$ cat config.mk
export PLATFORM = sky130hd
export DESIGN_NAME = fu_reg_depmatrix
export DESIGN_NICKNAME = d
export VERILOG_FILES = /design/src/rtl/fudm_pkg.sv /design/src/rtl/fudm_grant.sv /design/src/rtl/fudm_matrix.sv /design/src/rtl/fu_reg_depmatrix.sv
export SDC_FILE = /design/constraint.sdc
export NUM_CORES = 1
export LEC_CHECK = 0
export ABC_CLOCK_PERIOD_IN_PS = 4700
export BUFFER_PORTS_ARGS = -buffer_cell sky130_fd_sc_hd__buf_2
export CAP_MARGIN = 20
export CORE_ASPECT_RATIO = 0.6
export CORE_MARGIN = 2
export CORE_UTILIZATION = 55
export DETAILED_ROUTE_END_ITERATION = 8
export GPL_ROUTABILITY_DRIVEN = 0
export PLACE_DENSITY = 0.77
export SLEW_MARGIN = 5
export SYNTH_ARGS = -nofsm -noshare
export SYNTH_HDL_FRONTEND = slang
export SYNTH_HIERARCHICAL = 1
export SYNTH_SLANG_ARGS = --single-unit
$ cat constraint.sdc
create_clock -name clk -period 4.7 [get_ports clk]
set_input_delay 0.235 -clock clk [delete_from_list [all_inputs] [get_ports clk]]
set_output_delay 0.235 -clock clk [all_outputs]
set_load 0.05 [all_outputs]
$ cat src/rtl/fudm_pkg.sv
package fudm_pkg;
  localparam int DEF_UNITS = 4;
  localparam int DEF_REGS  = 8;
  localparam int DEF_SRCS  = 2;

  function automatic int idxWidth(input int count);
    return (count > 1) ? $clog2(count) : 1;
  endfunction
endpackage

$ cat src/rtl/fudm_grant.sv
module fudm_grant #(
  parameter int UNITS = 4,
  parameter int UW = 2,
  parameter type strobeT = logic
) (
  input  logic             clk,
  input  logic             rst_n,
  input  logic             issueValid,
  input  logic [UW-1:0]    issueUnit,
  input  logic [UNITS-1:0] readDone,
  input  logic [UNITS-1:0] doneWrite,
  input  logic [UNITS-1:0] writeHold,
  input  logic [UNITS-1:0] busy,
  input  logic [UNITS-1:0] readPend,
  input  logic [UNITS-1:0] waitAny,
  output logic             issueAccept,
  output logic [UNITS-1:0] goRead,
  output logic [UNITS-1:0] goWrite,
  output strobeT           strb
);
  logic targetFree;

  always_comb begin
    targetFree = 1'b0;
    for (int u = 0; u < UNITS; u++)
      if (issueUnit == UW'(u)) targetFree = !busy[u];
  end

  assign issueAccept = issueValid && targetFree;
  assign goRead  = busy & readPend & ~waitAny;
  assign goWrite = busy & ~readPend & ~writeHold;

  always_comb begin
    strb = '0;
    for (int u = 0; u < UNITS; u++)
      strb.issueRow[u] = issueAccept && (issueUnit == UW'(u));
    strb.readClr  = readDone & goRead;
    strb.writeClr = doneWrite & goWrite;
  end

  for (genvar u = 0; u < UNITS; u++) begin : g_chk
    // once operands are released the row asks for no further reads
    a_r5_read_once: assert property (@(posedge clk) disable iff (!rst_n)
      strb.readClr[u] |=> !goRead[u]);
    // a busy row never receives an issue strobe
    a_r8_busy_refused: assert property (@(posedge clk) disable iff (!rst_n)
      busy[u] |-> !strb.issueRow[u]);
  end
endmodule

$ cat src/rtl/fudm_matrix.sv
module fudm_matrix #(
  parameter int UNITS = 4,
  parameter int REGS = 8,
  parameter int SRCS = 2,
  parameter int RW = 3,
  parameter type strobeT = logic
) (
  input  logic                  clk,
  input  logic                  rst_n,
  input  strobeT                strb,
  input  logic [SRCS-1:0]       srcValid,
  input  logic [SRCS*RW-1:0]    srcIdx,
  input  logic                  dstValid,
  input  logic [RW-1:0]         dstIdx,
  input  logic [UNITS-1:0]      goRead,
  input  logic [UNITS-1:0]      goWrite,
  output logic [UNITS-1:0]      busy,
  output logic [UNITS-1:0]      readPend,
  output logic [UNITS-1:0]      waitAny,
  output logic [REGS-1:0]       readEnable,
  output logic [REGS-1:0]       writeEnable,
  output logic [UNITS*REGS-1:0] latestFlat
);
  logic [UNITS-1:0][REGS-1:0]  needRead, needWrite, latest;
  logic [UNITS-1:0][UNITS-1:0] waitOn;
  logic [REGS-1:0]  srcMask, dstMask;
  logic [UNITS-1:0] producers;
  logic             issueHit;

  assign issueHit = |strb.issueRow;

  always_comb begin
    srcMask = '0;
    dstMask = '0;
    for (int r = 0; r < REGS; r++) begin
      for (int s = 0; s < SRCS; s++)
        if (srcValid[s] && srcIdx[s*RW +: RW] == RW'(r)) srcMask[r] = 1'b1;
      dstMask[r] = dstValid && (dstIdx == RW'(r));
    end
  end

  // dependency goes only to the current newest writer, unless it retires now
  always_comb begin
    for (int v = 0; v < UNITS; v++)
      producers[v] = (|(latest[v] & srcMask)) && !strb.writeClr[v];
  end

  for (genvar u = 0; u < UNITS; u++) begin : g_row
    always_ff @(posedge clk) begin
      if (!rst_n) begin
        busy[u]      <= 1'b0;
        needRead[u]  <= '0;
        needWrite[u] <= '0;
        latest[u]    <= '0;
        waitOn[u]    <= '0;
      end else if (strb.issueRow[u]) begin
        busy[u]      <= 1'b1;
        needRead[u]  <= srcMask;
        needWrite[u] <= dstMask;
        latest[u]    <= dstMask;
        waitOn[u]    <= producers;
      end else begin
        if (strb.readClr[u]) needRead[u] <= '0;
        if (strb.writeClr[u]) begin
          busy[u]      <= 1'b0;
          needWrite[u] <= '0;
          latest[u]    <= '0;
        end else if (issueHit) begin
          latest[u] <= latest[u] & ~dstMask;
        end
        waitOn[u] <= waitOn[u] & ~strb.writeClr;
      end
    end

    assign readPend[u] = |needRead[u];
    assign waitAny[u]  = |waitOn[u];

    logic [UNITS-1:0] waitCol;
    always_comb
      for (int w = 0; w < UNITS; w++) waitCol[w] = waitOn[w][u];

    // completion frees the row and every dependant waiting on it
    a_r7_release: assert property (@(posedge clk) disable iff (!rst_n)
      strb.writeClr[u] |=> !busy[u] && latest[u] == '0 && waitCol == '0);
    // a busy row keeps its write flags until it completes
    a_r8_row_kept: assert property (@(posedge clk) disable iff (!rst_n)
      busy[u] && !strb.writeClr[u] |=> busy[u] && $stable(needWrite[u]));
    // an issued row is busy on the next cycle
    a_r2_issue_busy: assert property (@(posedge clk) disable iff (!rst_n)
      strb.issueRow[u] |=> busy[u]);
  end

  for (genvar r = 0; r < REGS; r++) begin : g_col
    logic [UNITS-1:0] colBits;
    always_comb
      for (int u = 0; u < UNITS; u++) colBits[u] = latest[u][r];
    // newest-writer bit owned by at most one row
    a_r3_one_owner: assert property (@(posedge clk) disable iff (!rst_n)
      $onehot0(colBits));
  end

  always_comb begin
    readEnable  = '0;
    writeEnable = '0;
    for (int u = 0; u < UNITS; u++) begin
      if (goRead[u])  readEnable  = readEnable  | needRead[u];
      if (goWrite[u]) writeEnable = writeEnable | needWrite[u];
    end
  end

  assign latestFlat = latest;
endmodule

$ cat src/rtl/fu_reg_depmatrix.sv
module fu_reg_depmatrix #(
  parameter int UNITS = fudm_pkg::DEF_UNITS,
  parameter int REGS  = fudm_pkg::DEF_REGS,
  parameter int SRCS  = fudm_pkg::DEF_SRCS,
  localparam int UW = fudm_pkg::idxWidth(UNITS),
  localparam int RW = fudm_pkg::idxWidth(REGS)
) (
  input  logic                  clk,
  input  logic                  rst_n,
  input  logic                  issueValid,
  input  logic [UW-1:0]         issueUnit,
  input  logic [SRCS-1:0]       issueSrcValid,
  input  logic [SRCS*RW-1:0]    issueSrc,
  input  logic                  issueDstValid,
  input  logic [RW-1:0]         issueDst,
  output logic                  issueAccept,
  input  logic [UNITS-1:0]      readDone,
  input  logic [UNITS-1:0]      doneWrite,
  input  logic [UNITS-1:0]      writeHold,
  output logic [UNITS-1:0]      goRead,
  output logic [UNITS-1:0]      goWrite,
  output logic [REGS-1:0]       readEnable,
  output logic [REGS-1:0]       writeEnable,
  output logic [UNITS*REGS-1:0] latestMap
);
  typedef struct packed {
    logic [UNITS-1:0] issueRow;
    logic [UNITS-1:0] readClr;
    logic [UNITS-1:0] writeClr;
  } strobeT;

  strobeT strb;
  logic [UNITS-1:0] busy, readPend, waitAny;

  fudm_grant #(.UNITS(UNITS), .UW(UW), .strobeT(strobeT)) u_grant (
    .clk(clk), .rst_n(rst_n),
    .issueValid(issueValid), .issueUnit(issueUnit),
    .readDone(readDone), .doneWrite(doneWrite), .writeHold(writeHold),
    .busy(busy), .readPend(readPend), .waitAny(waitAny),
    .issueAccept(issueAccept), .goRead(goRead), .goWrite(goWrite),
    .strb(strb)
  );

  fudm_matrix #(.UNITS(UNITS), .REGS(REGS), .SRCS(SRCS), .RW(RW),
                .strobeT(strobeT)) u_matrix (
    .clk(clk), .rst_n(rst_n), .strb(strb),
    .srcValid(issueSrcValid), .srcIdx(issueSrc),
    .dstValid(issueDstValid), .dstIdx(issueDst),
    .goRead(goRead), .goWrite(goWrite),
    .busy(busy), .readPend(readPend), .waitAny(waitAny),
    .readEnable(readEnable), .writeEnable(writeEnable),
    .latestFlat(latestMap)
  );
endmodule

Yosys cells after proc, flatten, opt, wreduce, memory -nomap -nowiden:

Cells that the tools add are included.

* register bits: 116
* input bits: 29
* output and inout bits: 57
* word-level logic and storage cells: 211

* eq/ne operators: 24
* multiplexer cells: 68
* bitwise operators: 29
* reductions and logical operators: 70

Operators by type and width (number)
* 2-to-1 mux 8 bit: 36
* bitwise AND 8 bit: 8
* OR reduction 8 bit: 8
* OR 8 bit: 6
* bitwise AND 4 bit: 10
* == test 3 bit, second input constant: 12
* logical AND 1 bit: 33
* 2-to-1 mux 1 bit: 28
* OR reduction 4 bit: 5
* == test 3 x 2 -> 1 bit, second input constant: 6
* 2-to-1 mux 4 bit: 4
* inverter 4 bit: 4
* nonzero test 2 bit: 8
* nonzero test 3 bit: 4
* == test 3 x 1 -> 1 bit, second input constant: 3
* zero test 3 bit: 3
* zero test 1 bit: 8
* inverter 8 bit: 1
* == test 2 bit, second input constant: 2
* == test 2 x 1 -> 1 bit, second input constant: 1
* zero test 2 bit: 1

Logic depth before layout (Yosys ltp):

* word-level depth: 11
* gate-level depth with buffers: 8
* mapped depth without buffers: 7

By module:

The synthesis kept the hierarchy.

Modules (own cells, without submodules)
* fudm_matrix: times used 1, cells each 638, area an instance 5562.8 µm², sequential area each 2322.2 µm²
* fudm_grant: times used 1, cells each 27, area an instance 191.4 µm², sequential area each 0.0 µm²

Worst setup path after synthesis:

No wires, ideal clock.

* path kind: register -> output
* from: reg u_matrix/needRead[23] in the netlist's numbering
* to: out writeEnable[0]
* arrival time: 2.691 ns
* data required time: 4.465 ns
* slack: 1.774 ns
* stages on the path, launching flop included: 7
* buffers on the path: 1
* cell sequence: dfxtp_1 -> nor4_1 -> nand2_1 -> nor3b_1 -> clkbuf_1 -> a22oi_1 -> nand2_1

* word-level cells in the longest chain between the ends: 7

Ends and longest elaborated chain
* start, declared: line fudm_matrix.sv:24 `logic [UNITS-1:0][REGS-1:0] needRead, needWrite, latest;`
* start signal, assigned by index: line fudm_matrix.sv:58 `needRead[u] <= srcMask;`
* OR reduction 8 bit *: line fudm_matrix.sv:75 `assign readPend[u] = |needRead[u];`
* named net readPend[2]: line fu_reg_depmatrix.sv:33 `logic [UNITS-1:0] busy, readPend, waitAny;`
* inverter 4 bit *: line fudm_grant.sv:31 `assign goWrite = busy & ~readPend & ~writeHold;`
* bitwise AND 4 bit * (2 in a row): line fudm_grant.sv:31
* named net goWrite[2]: line fu_reg_depmatrix.sv:21 `output logic [UNITS-1:0] goWrite,`
* 2-to-1 mux 8 bit *: line fudm_matrix.sv:107 `if (goWrite[u]) writeEnable = writeEnable | needWrite[u];`
* OR 8 bit: line fudm_matrix.sv:107
* 2-to-1 mux 8 bit *: line fudm_matrix.sv:107
* end, declared: line fu_reg_depmatrix.sv:23 `output logic [REGS-1:0] writeEnable,`

The timed path passes the listed nets; every way through them passes the cells marked *.

Final worst setup path:

* from: reg u_matrix.waitOn, in the netlist u_matrix/g_row[2].waitCol[1]
* to: out readEnable[3]

* word-level cells in the longest chain between the ends: 8

Ends and longest elaborated chain
* start, declared: line fudm_matrix.sv:25 `logic [UNITS-1:0][UNITS-1:0] waitOn;`
* start signal, assigned by index: line fudm_matrix.sv:61 `waitOn[u] <= producers;`
* start signal, assigned by index: line fudm_matrix.sv:71 `waitOn[u] <= waitOn[u] & ~strb.writeClr;`
* OR reduction 4 bit *: line fudm_matrix.sv:76 `assign waitAny[u] = |waitOn[u];`
* named net waitAny[1]: line fu_reg_depmatrix.sv:33
* inverter 4 bit *: line fudm_grant.sv:30 `assign goRead = busy & readPend & ~waitAny;`
* bitwise AND 4 bit *: line fudm_grant.sv:30
* 2-to-1 mux 8 bit *: line fudm_matrix.sv:106 `if (goRead[u]) readEnable = readEnable | needRead[u];`
* OR 8 bit: line fudm_matrix.sv:106
* 2-to-1 mux 8 bit *: line fudm_matrix.sv:106
* OR 8 bit: line fudm_matrix.sv:106
* 2-to-1 mux 8 bit *: line fudm_matrix.sv:106
* end, declared: line fu_reg_depmatrix.sv:22 `output logic [REGS-1:0] readEnable,`

Marked as above.

==> flow_summary.toml <==
[setup_path]
worst_r2r_path_depth = 7
timing.critical_path.arrival_ps = 2660
setup.reg_to_reg.worst_slack_ps = 2170
timing.critical_path.slowest_stage_cell = "sky130_fd_sc_hd__or4_1"
setup.worst_path.start = "u_matrix/g_row[2].waitCol[1]"
r2r_end = "u_matrix/needWrite[11]"
max_stage_delay_ps = 620
largest_driver_fanout_on_the_critical_path = 9
crit_required_ps = 4470
path_cells = "or4_1, nor2_1, a22oi_1, nand2_1, buf_2"
rr_startpoint = "u_matrix/needRead[13]"
category_of_the_critical_setup_timing_path = "reg2out"
worstSetupEndpoint = "readEnable[3]"
endpoint_kind = "output pin"
nature_of_the_critical_path_startpoint = "flop"

[floorplan]
die_h_um = 83.2
die-area_um2 = 11300
start_util = 0.574
die-width_um = 136
fp-row-count = 28
core_region_area_um2 = 10000
io_pins = 86

[placed_design]
numPlacedInstances = 835
dpl-instance-area_um2 = 6200
dp_hpwl_um = 13200
buffer_ports.inserted = 85

[clocking]
clock_sink_total = 116
clock_insertion_delay_worst_skew_ps = 420
clockRootBuffer = "sky130_fd_sc_hd__clkbuf_16"
htree_levels = 4
cts.repair_timing.setup_buffer_count = 0
cts_buffers = 17
path_clk_slew_ps = 50
cts_resized = 0
hold_fix_buffers_at_cts = 0
clock_tree_from_tritoncts = "done"
clk_path_buf_depth = 2

[drt]
initialDrtViolationCount = 841
post_drt_via_cell_ratio = 6.53
drt-wirelength-per-cell_um = 21.9
first_pass_iters = 7
drcViolationCount = 0
routed_wirelength_um = 19000
num_vias = 5673
detail-route-antenna-nets = 0

[pwr]
power-per-cell-area_nw_per_um2 = 371
power.static_leakage_uw = 0.00258
vdd.ir_drop.worst_mv = 0.310

[status]
run_status = "completed"

[sta]
fin_tns_setup_ps = 0
max-slew-margin-rel = 0.252
final-max-slew-violation-count = 0
fin_crit_ps = 2890
finalSetupViolCount = 0
fin_crit_sh = 0.615
worst_slew_pin_slew_ps = 1120
max_freq_mhz = 346
timing_hold_violations_final = 0
final.setup_skew_ps = 7.66
rsz0062_at_grt = "no"

[worst_hold_path]
min_delay_path_depth = 4
hp-class = "in2reg"

[cells_and_area]
post_route_cells_drive_above_1_share = 0.199
final-instance-count-excl-fill = 869
layout_common_cells = "116 x sky130_fd_sc_hd__dfxtp_1, 96 x sky130_fd_sc_hd__nand2_1, 86 x sky130_fd_sc_hd__buf_2, 48 x sky130_fd_sc_hd__a21boi_1"
finalInstanceArea_um2 = 6820
finalNetCount = 751
antenna-diode-count = 0
area_growth_pct = 18.6
layout_commonest_cell = "sky130_fd_sc_hd__dfxtp_1"

[yosys]
syn_nets = 694
synth.lib_cells_used.distinct = 39
ys_seq_area_frac = 0.404
synth-warning-count = 6
synth_ff_type = "sky130_fd_sc_hd__dfxtp_1"
synth_cells = 665
synth_edf_count = 0
synth.cell_area_um2 = 5750
postSynthRegisterBits = 116
synth.avg_cell_area_um2 = 8.65
synthArstFlopShare = 0

[job]
number_of_maximum_capacitance_constraint_violations = 0

[global_routing]
grt_remaining_overflow = 0
via_count_of_the_first_global_routing_pass = 5052
grt_max_degree = 74
antenna_found_initial = 0
global_route_wire_length_before_repair_um = 28800
global_route.usage.total = 0.337
[power by group]
part           switching [uW]  total (uW)  internal [uW]  leakage, uW
Combinational             132         198           65.8      0.00134
Sequential               15.4        1020           1000     0.000937
Clock                     448        1310            866     0.000294
Total                     596        2530           1930      0.00258
[cells in the mapped netlist (7+ instances only)]
| cell type | n | area [um2] |
|---|---|---|
| sky130_fd_sc_hd__a21oi_1 | 32 | 160 |
| sky130_fd_sc_hd__o21ai_1 | 32 | 160 |
| sky130_fd_sc_hd__o21ai_0 | 16 | 80.1 |
| sky130_fd_sc_hd__buf_1 | 7 | 26.3 |
| sky130_fd_sc_hd__nor2_1 | 8 | 30.0 |
| sky130_fd_sc_hd__nand3b_1 | 32 | 240 |
| sky130_fd_sc_hd__nor3b_1 | 41 | 308 |
| sky130_fd_sc_hd__a22oi_1 | 32 | 240 |
| sky130_fd_sc_hd__a31oi_1 | 16 | 100 |
| sky130_fd_sc_hd__a21boi_1 | 48 | 360 |
| sky130_fd_sc_hd__nand2_1 | 96 | 360 |
| sky130_fd_sc_hd__a2111oi_2 | 7 | 105 |
| sky130_fd_sc_hd__clkbuf_1 | 43 | 161 |
| sky130_fd_sc_hd__nor2b_1 | 40 | 250 |
| sky130_fd_sc_hd__dfxtp_1 | 116 | 2320 |
| sky130_fd_sc_hd__nor4_1 | 8 | 50.1 |
| sky130_fd_sc_hd__a21boi_0 | 40 | 300 |
[cell type report]
type	instances	area, um2
clock buffer	21	470
timing repair buffer	95	498
tap	135	169
sequential	116	2320
clock inverter	10	130
multi-input combinational	492	3230
fill	831	3200
[worst min-delay path by stage]
stage	startpoint	end
finish	issueDst[1]	u_matrix/latestFlat[4]
global route	issueDst[1]	u_matrix/latestFlat[4]
CTS	issueDst[1]	u_matrix/needWrite[24]
detailed placement	u_matrix/needWrite[24]	u_matrix/needWrite[24]
global placement	u_matrix/needWrite[16]	u_matrix/needWrite[16]
floorplan	u_matrix/needWrite[24]	u_matrix/needWrite[24]
[state kept, by name (all words and copies together) (netlist names)]
register and flops:
u_matrix/latestFlat 32, u_matrix/needRead 32, u_matrix/needWrite 32, u_matrix/g_row.waitCol 16, u_matrix/busy 4
[critical path, delay by kind of cell, from the launching register on]
| family | cells | cell delay, ps |
|---|---|---|
| flip-flops | 1 | 350 |
| AND/OR/NAND/NOR | 3 | 1340 |
| AO/OA/AOI/OAI | 1 | 280 |
| buffers and inverters | 1 | 270 |
[stage by stage]
step / hold WS, ps / power (uW) / utilization / setup WS, ps
6_report: 311 / 2530 / 0.681 / 1810
2_1_floorplan: 435 / 1160 / - / 1770
4_1_cts: 319 / 2520 / 0.678 / 1570
3_5_place_dp: 450 / 1220 / 0.619 / 1920
5_1_grt: 351 / 2590 / 0.681 / 1750
3_3_place_gp: 445 / 1220 / 0.619 / 2070
[kinds of logic (layout without fill, tap and decap cells)]
logic type / count (synthesis) / after routing / synth area share
and+or+nand+nor: 261 / 261 / 0.275
AOI/OAI and AO/OA: 230 / 230 / 0.277
DFF: 116 / 116 / 0.404
buffers and inverters: 57 / 126 / 0.0420
muxes: 1 / 1 / 0.00174
[routing by layer]
| metal | share of wire | GRT usage | up-vias |
|---|---|---|---|
| met2 | 0.41 | 0.455 | 381 |
| li1 | - | - | 2541 |
| met5 | 0 | 0 | - |
| met4 | 0.011 | 0.0909 | 0 |
| met1 | 0.45 | 0.511 | 2725 |
| met3 | 0.13 | 0.104 | 26 |
(Power assumes the default switching activity.)
